`config.mk`:
```
export PLATFORM = sky130hd
export DESIGN_NAME = uart_irq_ident
export DESIGN_NICKNAME = d
export VERILOG_FILES = /design/src/rtl/uart_irq_pkg.sv /design/src/rtl/uart_irq_latch.sv /design/src/rtl/uart_irq_prio.sv /design/src/rtl/uart_irq_clear.sv /design/src/rtl/uart_irq_ident.sv
export SDC_FILE = /design/constraint.sdc
export NUM_CORES = 1
export LEC_CHECK = 0
export BUFFER_PORTS_ARGS = -buffer_cell sky130_fd_sc_hd__buf_2
export CAP_MARGIN = 20
export CORE_AREA = 2 2 39 41
export CTS_BUF_LIST = sky130_fd_sc_hd__clkbuf_16
export DETAILED_ROUTE_END_ITERATION = 10
export DIE_AREA = 0 0 41 43
export GPL_ROUTABILITY_DRIVEN = 0
export PLACE_DENSITY = 0.68
export SLEW_MARGIN = 20
export SYNTH_ARGS = -nofsm -noshare
export SYNTH_HDL_FRONTEND = slang
export SYNTH_SLANG_ARGS = --single-unit
```
`constraint.sdc`:
```
create_clock -name clk -period 1.6 [get_ports clk]
set_clock_uncertainty 0.15 [all_clocks]
set_input_delay 0.32 -clock clk [delete_from_list [all_inputs] [get_ports clk]]
set_output_delay 0.32 -clock clk [all_outputs]
set_load 0.03 [all_outputs]
```
`src/rtl/uart_irq_pkg.sv`:
```
package uart_irq_pkg;

    localparam int NUM_SRC = 5;
    localparam int CODE_W  = 3;

    // Source index doubles as priority rank: lower index wins.
    typedef enum logic [2:0] {
        SRC_LINE = 3'd0,
        SRC_ADDR = 3'd1,
        SRC_RXD  = 3'd2,
        SRC_THRE = 3'd3,
        SRC_TEMT = 3'd4
    } irq_src_e;

    typedef enum logic [CODE_W-1:0] {
        CODE_TEMT = 3'b000,
        CODE_THRE = 3'b001,
        CODE_RXD  = 3'b010,
        CODE_LINE = 3'b011,
        CODE_ADDR = 3'b100
    } irq_code_e;

    typedef struct packed {
        logic      pending;
        irq_code_e code;
    } irq_report_t;

    function automatic irq_code_e code_of(input int idx);
        case (idx)
            0:       return CODE_LINE;
            1:       return CODE_ADDR;
            2:       return CODE_RXD;
            3:       return CODE_THRE;
            default: return CODE_TEMT;
        endcase
    endfunction

    function automatic logic is_tx_src(input int idx);
        return (idx == int'(SRC_THRE)) || (idx == int'(SRC_TEMT));
    endfunction

endpackage

```
`src/rtl/uart_irq_latch.sv`:
```
module uart_irq_latch (
    input  logic clk,
    input  logic rst,
    input  logic set_i,
    input  logic clr_i,
    output logic q_o
);
    always_ff @(posedge clk) begin
        if (rst)        q_o <= 1'b0;
        else if (set_i) q_o <= 1'b1;
        else if (clr_i) q_o <= 1'b0;
    end

    // a pulse always leaves the latch set, even against a clear
    assert_set_wins_R8: assert property (@(posedge clk) disable iff (rst)
        set_i |=> q_o);
    assert_hold_R8: assert property (@(posedge clk) disable iff (rst)
        (q_o && !clr_i) |=> q_o);
endmodule

```
`src/rtl/uart_irq_prio.sv`:
```
module uart_irq_prio
    import uart_irq_pkg::*;
(
    input  logic [NUM_SRC-1:0] lat_i,
    input  logic [NUM_SRC-1:0] en_i,
    output logic [NUM_SRC-1:0] grant_o,
    output irq_report_t        rep_o
);
    logic [NUM_SRC-1:0] active;
    logic [NUM_SRC-1:0] higher;   // higher[i]: some cause above i is active

    assign active = lat_i & en_i;

    assign higher[0] = 1'b0;
    for (genvar i = 1; i < NUM_SRC; i++) begin : g_chain
        assign higher[i] = higher[i-1] | active[i-1];
    end

    for (genvar i = 0; i < NUM_SRC; i++) begin : g_grant
        assign grant_o[i] = active[i] & ~higher[i];
    end

    always_comb begin
        rep_o.pending = |active;
        rep_o.code    = CODE_TEMT;
        for (int i = 0; i < NUM_SRC; i++) begin
            if (grant_o[i]) rep_o.code = code_of(i);
        end
    end

    always_comb begin
        assert_one_grant_R3: assert ($onehot0(grant_o));
        assert_grant_pend_R2: assert ((|grant_o) == rep_o.pending);
    end
endmodule

```
`src/rtl/uart_irq_clear.sv`:
```
module uart_irq_clear
    import uart_irq_pkg::*;
(
    input  logic               rd_id_i,
    input  logic               rd_lsr_i,
    input  logic               rd_rbr_i,
    input  logic               wr_thr_i,
    input  logic [NUM_SRC-1:0] grant_i,
    output logic [NUM_SRC-1:0] clr_o
);
    for (genvar i = 0; i < NUM_SRC; i++) begin : g_clr
        if (i == int'(SRC_LINE)) begin : g_line
            assign clr_o[i] = rd_lsr_i;
        end else if (is_tx_src(i)) begin : g_tx
            // Only the cause granted at the read instant is acknowledged.
            assign clr_o[i] = wr_thr_i | (rd_id_i & grant_i[i]);
        end else begin : g_rx
            assign clr_o[i] = rd_rbr_i;
        end
    end
endmodule

```
`src/rtl/uart_irq_ident.sv`:
```
module uart_irq_ident
    import uart_irq_pkg::*;
#(
    parameter int REG_W = 8
) (
    input  logic               clk,
    input  logic               rst,
    input  logic [NUM_SRC-1:0] evt_i,
    input  logic [NUM_SRC-1:0] en_i,
    input  logic               rd_id_i,
    input  logic               rd_lsr_i,
    input  logic               rd_rbr_i,
    input  logic               wr_thr_i,
    input  logic               rd_shadow_i,
    output logic [REG_W-1:0]   id_o,
    output logic [REG_W-1:0]   shadow_o,
    output logic               irq_o
);
    localparam int USED_W = CODE_W + 1;
    localparam int PAD_W  = REG_W - USED_W;

    logic [NUM_SRC-1:0] lat;
    logic [NUM_SRC-1:0] clr;
    logic [NUM_SRC-1:0] grant;
    irq_report_t        rep;
    logic [USED_W-1:0]  low_bits;

    for (genvar i = 0; i < NUM_SRC; i++) begin : g_src
        uart_irq_latch u_lat (
            .clk   (clk),
            .rst   (rst),
            .set_i (evt_i[i]),
            .clr_i (clr[i]),
            .q_o   (lat[i])
        );
    end

    uart_irq_prio u_prio (
        .lat_i   (lat),
        .en_i    (en_i),
        .grant_o (grant),
        .rep_o   (rep)
    );

    uart_irq_clear u_clr (
        .rd_id_i  (rd_id_i),
        .rd_lsr_i (rd_lsr_i),
        .rd_rbr_i (rd_rbr_i),
        .wr_thr_i (wr_thr_i),
        .grant_i  (grant),
        .clr_o    (clr)
    );

    assign low_bits = {rep.code, ~rep.pending};

    if (PAD_W > 0) begin : g_pad
        assign id_o = {{PAD_W{1'b0}}, low_bits};
    end else begin : g_nopad
        assign id_o = low_bits[REG_W-1:0];
    end

    // The shadow strobe is deliberately unused: reading the copy has no effect.
    logic shadow_unused;
    assign shadow_unused = rd_shadow_i;
    assign shadow_o      = id_o;
    assign irq_o         = rep.pending;

    // reset leaves every latch empty
    assert_reset_clear_R1: assert property (@(posedge clk)
        rst |=> (lat == '0));
    // only a line status read drops the line error
    assert_line_sticky_R4: assert property (@(posedge clk) disable iff (rst)
        (lat[SRC_LINE] && !rd_lsr_i) |=> lat[SRC_LINE]);
    // receive buffer read drops both receive causes
    assert_rbr_clear_R5: assert property (@(posedge clk) disable iff (rst)
        (rd_rbr_i && !evt_i[SRC_RXD] && !evt_i[SRC_ADDR])
            |=> (!lat[SRC_RXD] && !lat[SRC_ADDR]));
    // holding register write drops both transmit causes
    assert_thr_clear_R6: assert property (@(posedge clk) disable iff (rst)
        (wr_thr_i && !evt_i[SRC_THRE] && !evt_i[SRC_TEMT])
            |=> (!lat[SRC_THRE] && !lat[SRC_TEMT]));
    // id read keeps a transmit cause that was not the one reported
    assert_id_read_keep_R7: assert property (@(posedge clk) disable iff (rst)
        (rd_id_i && !wr_thr_i && lat[SRC_TEMT] && (rep.code != CODE_TEMT))
            |=> lat[SRC_TEMT]);
    // id read reporting holding-empty clears it
    assert_id_read_clear_R7: assert property (@(posedge clk) disable iff (rst)
        (rd_id_i && rep.pending && (rep.code == CODE_THRE) && !evt_i[SRC_THRE])
            |=> !lat[SRC_THRE]);
    // shadow strobe alone never alters any latch
    assert_shadow_quiet_R10: assert property (@(posedge clk) disable iff (rst)
        (rd_shadow_i && !rd_id_i && !rd_lsr_i && !rd_rbr_i && !wr_thr_i
            && (evt_i == '0)) |=> $stable(lat));

    always_comb begin
        // bits above the code are always zero
        assert_upper_zero_R2: assert ((id_o >> USED_W) == '0);
        // request line is the inverse of the idle flag
        assert_irq_flag_R9: assert (irq_o == ~id_o[0]);
    end
endmodule

```
# After elaboration in Yosys (flattened, before gate mapping)
# Index checks and enable logic that the tools add are counted.
[op_classes]
mul = 0
mux = 14
reduce_logical = 6
n_lt_le_gt_ge = 0
div_mod_pow = 0
n_eq_ne = 0
shifts = 0
n_addsub = 0
bitwise_logic = 17
[ops]
columns = ["op", "count"]
rows = [
  ["3-bit 2-to-1 mux", 4],
  ["2-bit nonzero test", 5],
  ["1-bit 2-to-1 mux", 9],
  ["1-bit bitwise AND", 6],
  ["5-bit bitwise AND", 1],
  ["1-bit inverter", 5],
  ["1-bit bitwise OR", 5],
  ["5-bit OR reduction", 1],
  ["2-bit 2-to-1 mux", 1],
]
[word_totals]
n_memories = 0
mem_bits_rw = 0
latchBits = 0
out_inout_bits = 17
in_bits = 17
romBits = 0
wordCells = 42
reg_bits = 5

# Logic depth before layout (Yosys ltp)
# Gate-level depths: netlist of run 1.
[depth]
depth_word = 10
depth_mapped = 3
ltp_nobuf = 3

# By module
# A second synthesis of run 1 with hierarchy kept.
[hier_totals]
hier_cells = 53
hier_area_um2 = 416.6
[modules_own_cells]
columns = ["module", "n_inst", "cells_each", "seq_area_each_um2", "area_each_um2"]
rows = [
  ["uart_irq_latch", 5, 4, 20.0, 38.8],
  ["uart_irq_ident", 1, 14, 0.0, 97.6],
  ["uart_irq_prio", 1, 14, 0.0, 87.6],
  ["uart_irq_clear", 1, 5, 0.0, 37.5],
]

# Worst setup path after synthesis of run 1
# No wires, ideal clock.
[synth_timing]
path_kind = "in2out"
startpoint = "input port en_i[1]"
endpoint = "output port irq_o"
arrival_ns = 1.387
required_time_ns = 1.130
path_stages = 3
setup_slack_ns = -0.257
cell_sequence = "a222oi_1 -> and3_1 -> inv_1"
[synth_between]
elab_chain_cells = 2
[synth_lines]
columns = ["element", "line", "source"]
rows = [
  ["from (decl)", "uart_irq_ident.sv:9", "input logic [NUM_SRC-1:0] en_i,"],
  ["5-bit bitwise AND", "uart_irq_prio.sv:12", "assign active = lat_i & en_i;"],
  ["5-bit OR reduction", "uart_irq_prio.sv:24", "rep_o.pending = |active;"],
  ["to (decl)", "uart_irq_ident.sv:17", "output logic irq_o"],
]
# No other way between the ends.

# Final worst setup path of run 1
[layout_timing]
startpoint = "register g_src[1].u_lat.q_o"
endpoint = "output port irq_o"
[layout_between]
elab_chain_cells = 2
[layout_lines]
columns = ["element", "line", "source"]
rows = [
  ["from (decl)", "uart_irq_latch.sv:6", "output logic q_o"],
  ["from (signal assigned)", "uart_irq_latch.sv:9", "if (rst) q_o <= 1'b0;"],
  ["from (signal assigned)", "uart_irq_latch.sv:10", "else if (set_i) q_o <= 1'b1;"],
  ["from (signal assigned)", "uart_irq_latch.sv:11", "else if (clr_i) q_o <= 1'b0;"],
  ["5-bit bitwise AND", "uart_irq_prio.sv:12", ""],
  ["5-bit OR reduction", "uart_irq_prio.sv:24", ""],
]
# No other way between the ends.

==> reports/qor.csv, run 1 <==
stage,metric,value,unit
clock_network,CTS max path bufs,2,
timing,final setup fails,5,
placement,Post-Place Worst Slack,-0.1656,ns
grt,GRT Total Usage,10.04,%
routing,Initial DRT Pass Iterations,4,
min_path,worst hold path startpoint,evt_i[2],
setup_path,"Max FO, Critical Path",4,
power,Logic pwr share,24.4,%
clock_network,Clock transition at path regs,0.03,ns
finish,Inserted Diodes,0,
floorplan,die extent in x,41,um
min_path,hold path endpoint,g_src[2].u_lat.q_o$_SDFFE_PP0P_,
synth,Avg Inst Size Synth,7.856,sq um
synth,mux cell area share after synthesis,0,%
finish,Post-Layout Cell Count,86,
routing,WL/cell,8.779,um
run,# Max-Cap Violations,0,
grt,number of global-route vias before repair,313,
power,clock network power share,56.0,%
timing,Final period util,115.0,%
synth,area share of fa/ha/maj cells after synthesis,0,%
grt,total grt overflow,0,
clock_network,CTS tree,yes,
setup_path,Worst R2R Start,g_src[1].u_lat.q_o$_SDFFE_PP0P_,
placement,placed cell count,82,
finish,Area Growth Syn to Fin,66.30,%
finish,Fillers,144,
grt,initial antenna violation count,0,
power,P per Cell Area,1263,mW/mm^2
clock_network,cts hold-fix bufs,0,
synth,Synth Area in Simple Gates,17.78,%
clock_network,CTS root buf,clkbuf_16,
setup_path,CP Data Arrival Time,1.37,ns
synth,post-synthesis instance area,337.8,sq um
synth,Synth Area in Compound Gates,20.37,%
clock_network,H-tree level count,1,
min_path,Hold Crit Class,primary input to flip-flop,
clock_network,clk sinks,5,
grt,largest net degree at the start of global routing,6,
finish,largest register by flop count,g_src.u_lat.q_o,
synth,Syn. warnings,0,
synth,largest family of logic cells by synthesized area,buffers and inverters,
finish,Largest regs,g_src.u_lat.q_o (5),
setup_path,reg2reg path depth,4,
outcome,failing checks,setup timing,
power,switch share,25.85,%
clock_network,# Post-CTS Setup Buffers,0,
outcome,outcome,"finished, violations left",
floorplan,Top Ports,34,
timing,RSZ-0062 raised after global routing,true,
routing,via/cell ratio,4.058,
setup_path,R2R Setup Slk,0.30,ns
setup_path,Worst R2R End,g_src[3].u_lat.q_o$_SDFFE_PP0P_,
floorplan,FP Rows,14,
floorplan,die span in y,43,um
clock_network,total CTS buffers,3,
synth,Seq cells post-synth,5,
power,sequential power share,19.6,%
routing,Routed WL,755,um
timing,WHS,0.1523,ns
timing,"Slew Viols, Final",0,
setup_path,crit path kind,flip-flop to output port,
finish,NumNets Final,88,
power,P_sw,0.1835,mW
placement,hpwl dp,630.2,um
routing,Remaining DRCs,0,
timing,"Hold Vio Cnt, Final",0,
finish,fin area,561.8,sq um
finish,share of cells above drive strength 1,52.86,%
synth,Syn Inst Count,43,
power,leakage,0.3121,nW
placement,Placed Area,449.2,sq um
grt,first-pass GRT wire length,1152,um
setup_path,crit path capture type,output port,
synth,register area share after synthesis,29.63,%
routing,ANT nets after route,0,
setup_path,CP Data Required Time,1.13,ns
routing,via count,349,
timing,setup slack after layout,-0.2393,ns
finish,max reg flops,5,
floorplan,initial core utilization,24.41,%
setup_path,Worst Setup Start Kind,flip-flop,
floorplan,Core ar.,0.001384,sq mm
power,Cell Int Power,0.5262,mW
power,Worst VDD drop,531.3,uV
timing,setup TNS,-1.160,ns
timing,crit path time final,1.839,ns
synth,xor/xnor share of the synthesized area,0,%
placement,Port Buffers,24,
timing,fmax,0.5437,GHz
min_path,hold depth,3,
synth,Yosys cell types,16,
clock_network,clk_lat worst skew,0.22,ns
floorplan,area of the die,0.001763,sq mm
routing,drt initial violations,2,
[cells by family (layout without fill, tap and decap cells)]
kind of cell | Yosys count | after routing
simple gates | 11 | 11
other cells | 1 | 8
compound gates | 10 | 10
flops | 5 | 5
buf+inv | 16 | 36
[per-layer routing]
layer | GRT usage (%) | vias to the layer above | share of wire, %
met2 | 16.25 | 17 | 53
met1 | 9.646 | 152 | 37
li1 | - | 180 | -
met5 | 0 | - | 0
met3 | 6.283 | 0 | 10
met4 | 4.000 | 0 | 0
[through the flow]
step,util (%),power (mW)
final,40.60,0.7097
after global routing,40.60,0.7455
after CTS,40.42,0.7161
after detailed placement,32.46,0.2952
after global placement,32.46,0.2930
after floorplan,-,0.2683
[synthesized netlist by cell type]
cell	count	area share, %
and4bb_1	1	3.7
buf_4	12	27
dfxtp_1	5	30
a32o_1	1	3.0
a222oi_1	1	3.0
inv_1	4	4.4
and2_1	1	1.9
and3_1	1	1.9
nor2_1	3	3.3
nor3b_1	1	2.2
nor3_1	1	1.5
a32o_2	1	3.3
nand2_1	3	3.3
conb_1	1	1.1
a21oi_1	6	8.9
a211oi_1	1	2.2
[area by class of cell]
type | count | area (sq um) | share of cell area (%)
sequential | 5 | 101.3 | 18.04
multi-input combinational | 29 | 167.7 | 29.84
tap | 16 | 20.02 | 3.563
inverter | 4 | 15.01 | 2.673
clock inverter | 1 | 3.754 | 0.6682
clock buffer | 3 | 75.07 | 13.36
timing repair buffer | 28 | 178.9 | 31.85
[critical path, cell delays in order (launching register included)]
cell	delay, ns
dfxtp_2	0.31
a222oi_1	0.31
buf_4	0.18
and3_4	0.19
inv_2	0.03
buf_6	0.12
[power groups by stage]
stage               combinational (mW)  sequential, mW  clock (mW)
floorplan                        0.128           0.141           0
global placement                 0.153           0.140           0
detailed placement               0.155           0.141           0
CTS                              0.173           0.139       0.403
global route                     0.188           0.140       0.417
finish                           0.173           0.139       0.397
[what timing repair did]
| item | in CTS | in global routing |
|---|---|---|
| resized for setup | 13 | 1 |
| endpoints found under the setup margin | 7 | 7 |
| hold endpoints to repair | 0 | 0 |
| pin swaps | 1 | 1 |
[cell usage in the layout (no fill, tap or decap)]
master and n:
a211oi_1 1, a21oi_1 6, a222oi_1 1, a32o_2 2, and2_1 1, and3_4 1
and4bb_1 1, buf_2 17, buf_4 8, buf_6 3, clkbuf_16 3, conb_1 8
dfxtp_1 4, dfxtp_2 1, inv_1 4, inv_2 1, nand2_1 2, nand2_2 1
nor2_1 3, nor3_1 1, nor3b_1 1
[worst max-delay path by stage]
| stage | start | to | slack, ns | depth (start not counted) |
|---|---|---|---|---|
| after floorplan | g_src[1].u_lat.q_o$_SDFFE_PP0P_ | shadow_o[1] | -0.14 | 3 |
| after global placement | en_i[1] | irq_o | -0.16 | 6 |
| after detailed placement | en_i[1] | irq_o | -0.17 | 6 |
| after CTS | g_src[1].u_lat.q_o$_SDFFE_PP0P_ | irq_o | -0.25 | 5 |
| after global routing | g_src[1].u_lat.q_o$_SDFFE_PP0P_ | shadow_o[1] | -0.30 | 4 |
| final | g_src[1].u_lat.q_o$_SDFFE_PP0P_ | irq_o | -0.24 | 5 |
(Power assumes the default switching activity.)
==> run 2, diff against run 1 <==
==> constraint.sdc (replaced) <==
create_clock -name clk -period 1.7 [get_ports clk]
set_clock_uncertainty 0.15 [all_clocks]
set_input_delay 0.34 -clock clk [delete_from_list [all_inputs] [get_ports clk]]
set_output_delay 0.34 -clock clk [all_outputs]
set_load 0.05 [all_outputs]
==> reports/qor.csv, run 2 (synthesis gave the netlist of run 1 again) <==
stage,metric,value,unit,change
finish,largest register by flop count,g_src.u_lat.q_o,,
power,Worst VDD drop,422.5,uV,-20%
outcome,outcome,"finished, violations left",,
timing,final setup fails,5,,unchanged
clock_network,clk sinks,5,,unchanged
grt,first-pass GRT wire length,1269,um,+10%
setup_path,CP Data Required Time,1.21,ns,+0.08 ns
clock_network,H-tree level count,1,,unchanged
routing,Initial DRT Pass Iterations,4,,unchanged
routing,drt initial violations,5,,+3
grt,initial antenna violation count,0,,unchanged
timing,fmax,0.5369,GHz,
placement,hpwl dp,602.9,um,-4.3%
timing,"Hold Vio Cnt, Final",0,,unchanged
setup_path,Worst Setup Start Kind,flip-flop,,
finish,"Core Util, Final",41.77,%,+1.2 points
setup_path,worst-path cell chain,a222oi_1 -> buf_4 -> and3_4 -> buf_4,,
timing,"Slew Viols, Final",0,,unchanged
placement,Port Buffers,24,,unchanged
routing,WL/cell,9.517,um,+8.4%
routing,Routed WL,828,um,+9.7%
finish,max reg flops,5,,unchanged
clock_network,CTS max path bufs,2,,unchanged
setup_path,slowest CP cell,a222oi_1,,
floorplan,FP Rows,14,,unchanged
floorplan,Core ar.,0.001384,sq mm,unchanged
grt,number of global-route vias before repair,317,,+1.3%
finish,"commonest non-fill, non-tap cell in the layout",buf_2,,
finish,share of cells above drive strength 1,52.11,%,-0.74 points
clock_network,CTS tree,yes,,
finish,Area Growth Syn to Fin,71.11,%,
routing,via/cell ratio,4.138,,+2.0%
floorplan,initial core utilization,24.41,%,unchanged
setup_path,CP Data Arrival Time,1.37,ns,about the same
finish,NumNets Final,89,,+1.1%
placement,Post-Place Worst Slack,-0.1448,ns,+0.02086 ns
timing,crit path time final,1.862,ns,
routing,ANT nets after route,0,,unchanged
placement,placed cell count,82,,unchanged
finish,Fillers,154,,+6.9%
finish,Inserted Diodes,0,,unchanged
routing,met3 routed WL,94,um,+24%
grt,largest net degree at the start of global routing,6,,unchanged
floorplan,die extent in x,41,um,unchanged
timing,setup TNS,-0.7952,ns,+0.3650 ns
setup_path,slowest cell delay on critical path,0.31,ns,about the same
timing,RSZ-0062 raised after global routing,true,,
routing,Remaining DRCs,0,,unchanged
min_path,Hold Crit Class,primary input to flip-flop,,
grt,GRT Total Usage,11.03,%,+0.99 points
routing,met1 WL,283,um,+0.71%
grt,total grt overflow,0,,unchanged
setup_path,crit path kind,flip-flop to output port,,
setup_path,"Max FO, Critical Path",3,,-1
clock_network,total CTS buffers,3,,unchanged
run,# Max-Cap Violations,0,,unchanged
outcome,failing checks,setup timing,,
setup_path,cell mode on critical path,buf_4,,
finish,Post-Layout Cell Count,87,,+1.2%
power,P per Cell Area,1246,mW/mm^2,-1.3%
setup_path,crit path capture type,output port,,
power,leakage,0.3188,nW,+2.1%
finish,Largest regs,g_src.u_lat.q_o (5),,
floorplan,die span in y,43,um,unchanged
routing,top sig layer,met3,,
floorplan,area of the die,0.001763,sq mm,unchanged
timing,setup slack after layout,-0.1624,ns,+0.07695 ns
floorplan,Top Ports,34,,unchanged
routing,WL met2,450,um,+13%
finish,most frequent cells in the layout,"17 x buf_2, 8 x conb_1, 7 x buf_4",,
routing,via count,360,,+3.2%
timing,Final period util,109.6,%,
clock_network,clk_lat worst skew,0.22,ns,about the same
clock_network,CTS root buf,clkbuf_16,,
clock_network,Clock transition at path regs,0.03,ns,about the same
run 2: stage by stage:
stage	cell area, sq um	power, mW	hold slack, ns
floorplan	384.1	0.3034	0.2624
global placement	452.9	0.3215	0.3635
detailed placement	452.9	0.3225	0.3731
CTS	564.3	0.7208	0.1756
global route	578.1	0.7562	0.1809
finish	578.1	0.7204	0.1722
run 2: path summary, 6_finish.rpt:
path	slack (ns)	cells after the start	endpoint	start
worst min-delay path	0.17	3	g_src[2].u_lat.q_o$_SDFFE_PP0P_	evt_i[2]
worst min register to register	0.37	2	g_src[4].u_lat.q_o$_SDFFE_PP0P_	g_src[4].u_lat.q_o$_SDFFE_PP0P_
worst max-delay path	-0.16	4	id_o[0]	g_src[1].u_lat.q_o$_SDFFE_PP0P_
worst max register to register	0.32	5	g_src[3].u_lat.q_o$_SDFFE_PP0P_	g_src[1].u_lat.q_o$_SDFFE_PP0P_
run 2: worst max-delay path: cells and delay by family (launching register included):
family / cells / cell delay [ns]
DFF: 1 / 0.30
and+or+nand+nor: 1 / 0.17
AOI/OAI and AO/OA: 1 / 0.31
buffers and inverters: 2 / 0.37
run 2: repair_timing:
item                                    in CTS  in global routing
setup buffers                                1                  0
pin swaps                                    2                  1
resized for setup                            9                  7
endpoints found under the setup margin       5                  7
hold buffers                                 0                  0
run 2: cell type report:
cell class              count  area, sq um  area share, %
repair buffers             29        193.9          33.55
multi-input cells          29        168.9          29.22
flip-flops and latches      5        101.3          17.53
clock buffers               3        75.07          12.99
well taps                  16        20.02          3.463
inverters                   4        15.01          2.597
clock inverters             1        3.754         0.6494
run 2: power by group:
| group | internal, mW | switching [mW] | total [mW] |
|---|---|---|---|
| Combinational | 0.0704 | 0.145 | 0.215 |
| Clock | 0.304 | 0.0705 | 0.374 |
| Sequential | 0.126 | 0.00463 | 0.131 |
run 2: layer usage:
metal,global-route usage (%),vias up
li1,-,187
met1,11.22,156
met2,17.81,17
met3,6.283,0
met4,4.000,0
met5,0,-
==> run 3, diff against run 2 <==
Settings changed: SETUP_SLACK_MARGIN set to 0.05, SKIP_CTS_REPAIR_TIMING set to 1.
==> reports/qor.csv, run 3 (synthesis gave the netlist of run 1 again) <==
stage,metric,value,unit,change
outcome,outcome,"finished, violations left",,
outcome,failing checks,setup timing,,
power,Worst VDD drop,466.0,uV,+10%
placement,hpwl dp,644.6,um,+6.9%
grt,largest net degree at the start of global routing,6,,unchanged
setup_path,slowest CP cell,dfxtp_2,,
setup_path,crit path capture type,output port,,
finish,max reg flops,5,,unchanged
setup_path,slowest cell delay on critical path,0.31,ns,about the same
setup_path,CP Data Required Time,1.21,ns,about the same
clock_network,clk_lat worst skew,0.22,ns,about the same
clock_network,clk sinks,5,,unchanged
floorplan,Core ar.,0.001384,sq mm,unchanged
grt,total grt overflow,0,,unchanged
grt,GRT Total Usage,9.538,%,-1.5 points
setup_path,"Max FO, Critical Path",3,,unchanged
routing,ANT nets after route,0,,unchanged
timing,Final period util,110.5,%,+0.96 points
clock_network,total CTS buffers,3,,unchanged
routing,WL/cell,9.517,um,about the same
floorplan,die extent in x,41,um,unchanged
timing,RSZ-0062 raised after global routing,true,,
timing,"Slew Viols, Final",0,,unchanged
timing,WHS,0.1753,ns,+0.003095 ns
clock_network,H-tree level count,1,,unchanged
finish,most frequent cells in the layout,"15 x buf_2, 10 x buf_4, 8 x conb_1, 6 x buf_6, 5 x a21oi_1",,
grt,number of global-route vias before repair,322,,+1.6%
timing,final setup fails,7,,+2
floorplan,Top Ports,34,,unchanged
timing,fmax,0.5323,GHz,-0.87%
power,leakage,0.3367,nW,+5.6%
finish,Area Growth Syn to Fin,80.74,%,
clock_network,Clock transition at path regs,0.03,ns,about the same
clock_network,CTS max path bufs,2,,unchanged
finish,share of cells above drive strength 1,57.53,%,+5.4 points
grt,initial antenna violation count,0,,unchanged
routing,via/cell ratio,4.315,,+4.3%
setup_path,worst-path cell chain,a222oi_1 -> buf_4 -> and3_4 -> inv_2 -> buf_6,,
finish,multi-input logic area,176.4,sq um,+4.4%
routing,via count,384,,+6.7%
grt,first-pass GRT wire length,1124,um,-11%
clock_network,CTS tree,yes,,
routing,Initial DRT Pass Iterations,4,,unchanged
min_path,Hold Crit Class,primary input to flip-flop,,
placement,Port Buffers,24,,unchanged
finish,Register Area,102.6,sq um,+1.2%
finish,Fillers,140,,-9.1%
setup_path,crit path kind,flip-flop to output port,,
routing,drt initial violations,17,,+12
floorplan,die span in y,43,um,unchanged
floorplan,initial core utilization,24.41,%,unchanged
floorplan,FP Rows,14,,unchanged
timing,crit path time final,1.879,ns,+0.01628 ns
finish,largest register by flop count,g_src.u_lat.q_o,,
run,# Max-Cap Violations,0,,unchanged
finish,Inserted Diodes,0,,unchanged
finish,NumNets Final,91,,+2.2%
finish,"commonest non-fill, non-tap cell in the layout",buf_2,,
setup_path,CP Data Arrival Time,1.39,ns,+0.02 ns
finish,"Core Util, Final",44.12,%,+2.4 points
routing,Remaining DRCs,0,,unchanged
timing,"Hold Vio Cnt, Final",0,,unchanged
clock_network,CTS root buf,clkbuf_16,,
power,P per Cell Area,1197,mW/mm^2,-3.9%
finish,Largest regs,g_src.u_lat.q_o (5),,
setup_path,Worst Setup Start Kind,flip-flop,,
timing,setup slack after layout,-0.1787,ns,-0.01628 ns
routing,Routed WL,847,um,+2.3%
power,Design Power,0.7309,mW,+1.5%
floorplan,area of the die,0.001763,sq mm,unchanged
-- run 3: cell count changes in the layout (fill, tap and decap cells not counted), sizes merged --
cell and delta:
buf +2
-- run 3: layer usage --
| layer | routed length, um | vias up | GRT usage [%] |
|---|---|---|---|
| met4 | 0 | 0 | 4.000 |
| met3 | 82 | 0 | 4.712 |
| met2 | 438 | 19 | 16.25 |
| met5 | 0 | - | 0 |
| li1 | - | 188 | - |
| met1 | 326 | 177 | 9.003 |
-- run 3: area by class of cell --
class,instances,area share [%]
inverters,4,2.459
flip-flops and latches,5,16.80
clock buffers,3,12.30
repair buffers,31,35.66
clock inverters,1,0.6148
well taps,16,3.279
multi-input cells,29,28.89
-- run 3: power breakdown --
| group | switching [mW] | internal, mW | total [mW] |
|---|---|---|---|
| registers | 0.00479 | 0.127 | 0.132 |
| logic | 0.148 | 0.0784 | 0.227 |
| clock network | 0.0690 | 0.304 | 0.373 |
| total | 0.222 | 0.509 | 0.731 |
-- run 3: path summary, 6_finish.rpt --
| path | startpoint | end | cells past startpoint | slack [ns] |
|---|---|---|---|---|
| worst min register to register | g_src[2].u_lat.q_o$_SDFFE_PP0P_ | g_src[2].u_lat.q_o$_SDFFE_PP0P_ | 2 | 0.37 |
| worst max register to register | g_src[1].u_lat.q_o$_SDFFE_PP0P_ | g_src[3].u_lat.q_o$_SDFFE_PP0P_ | 5 | 0.31 |
| worst max-delay path | g_src[1].u_lat.q_o$_SDFFE_PP0P_ | irq_o | 5 | -0.18 |
| worst min-delay path | evt_i[2] | g_src[2].u_lat.q_o$_SDFFE_PP0P_ | 3 | 0.18 |
-- run 3: stage by stage --
step / cell area [sq um] / std cells / worst slack, ns / setup TNS [ns]
global route: 610.6 / 89 / -0.2510 / -1.273
detailed placement: 454.2 / 82 / -0.1612 / -0.7378
global placement: 454.2 / 82 / -0.1512 / -0.7120
CTS: 533.0 / 86 / -0.2650 / -1.257
finish: 610.6 / 89 / -0.1787 / -0.8396
floorplan: 377.9 / 50 / -0.2010 / -0.4866
-- run 3: critical path: cells and delay by family, from the launching register on --
kind	cells	cell delay (ns)
DFF	1	0.31
AOI/OAI and AO/OA	1	0.30
buffers and inverters	3	0.36
and+or+nand+nor	1	0.20
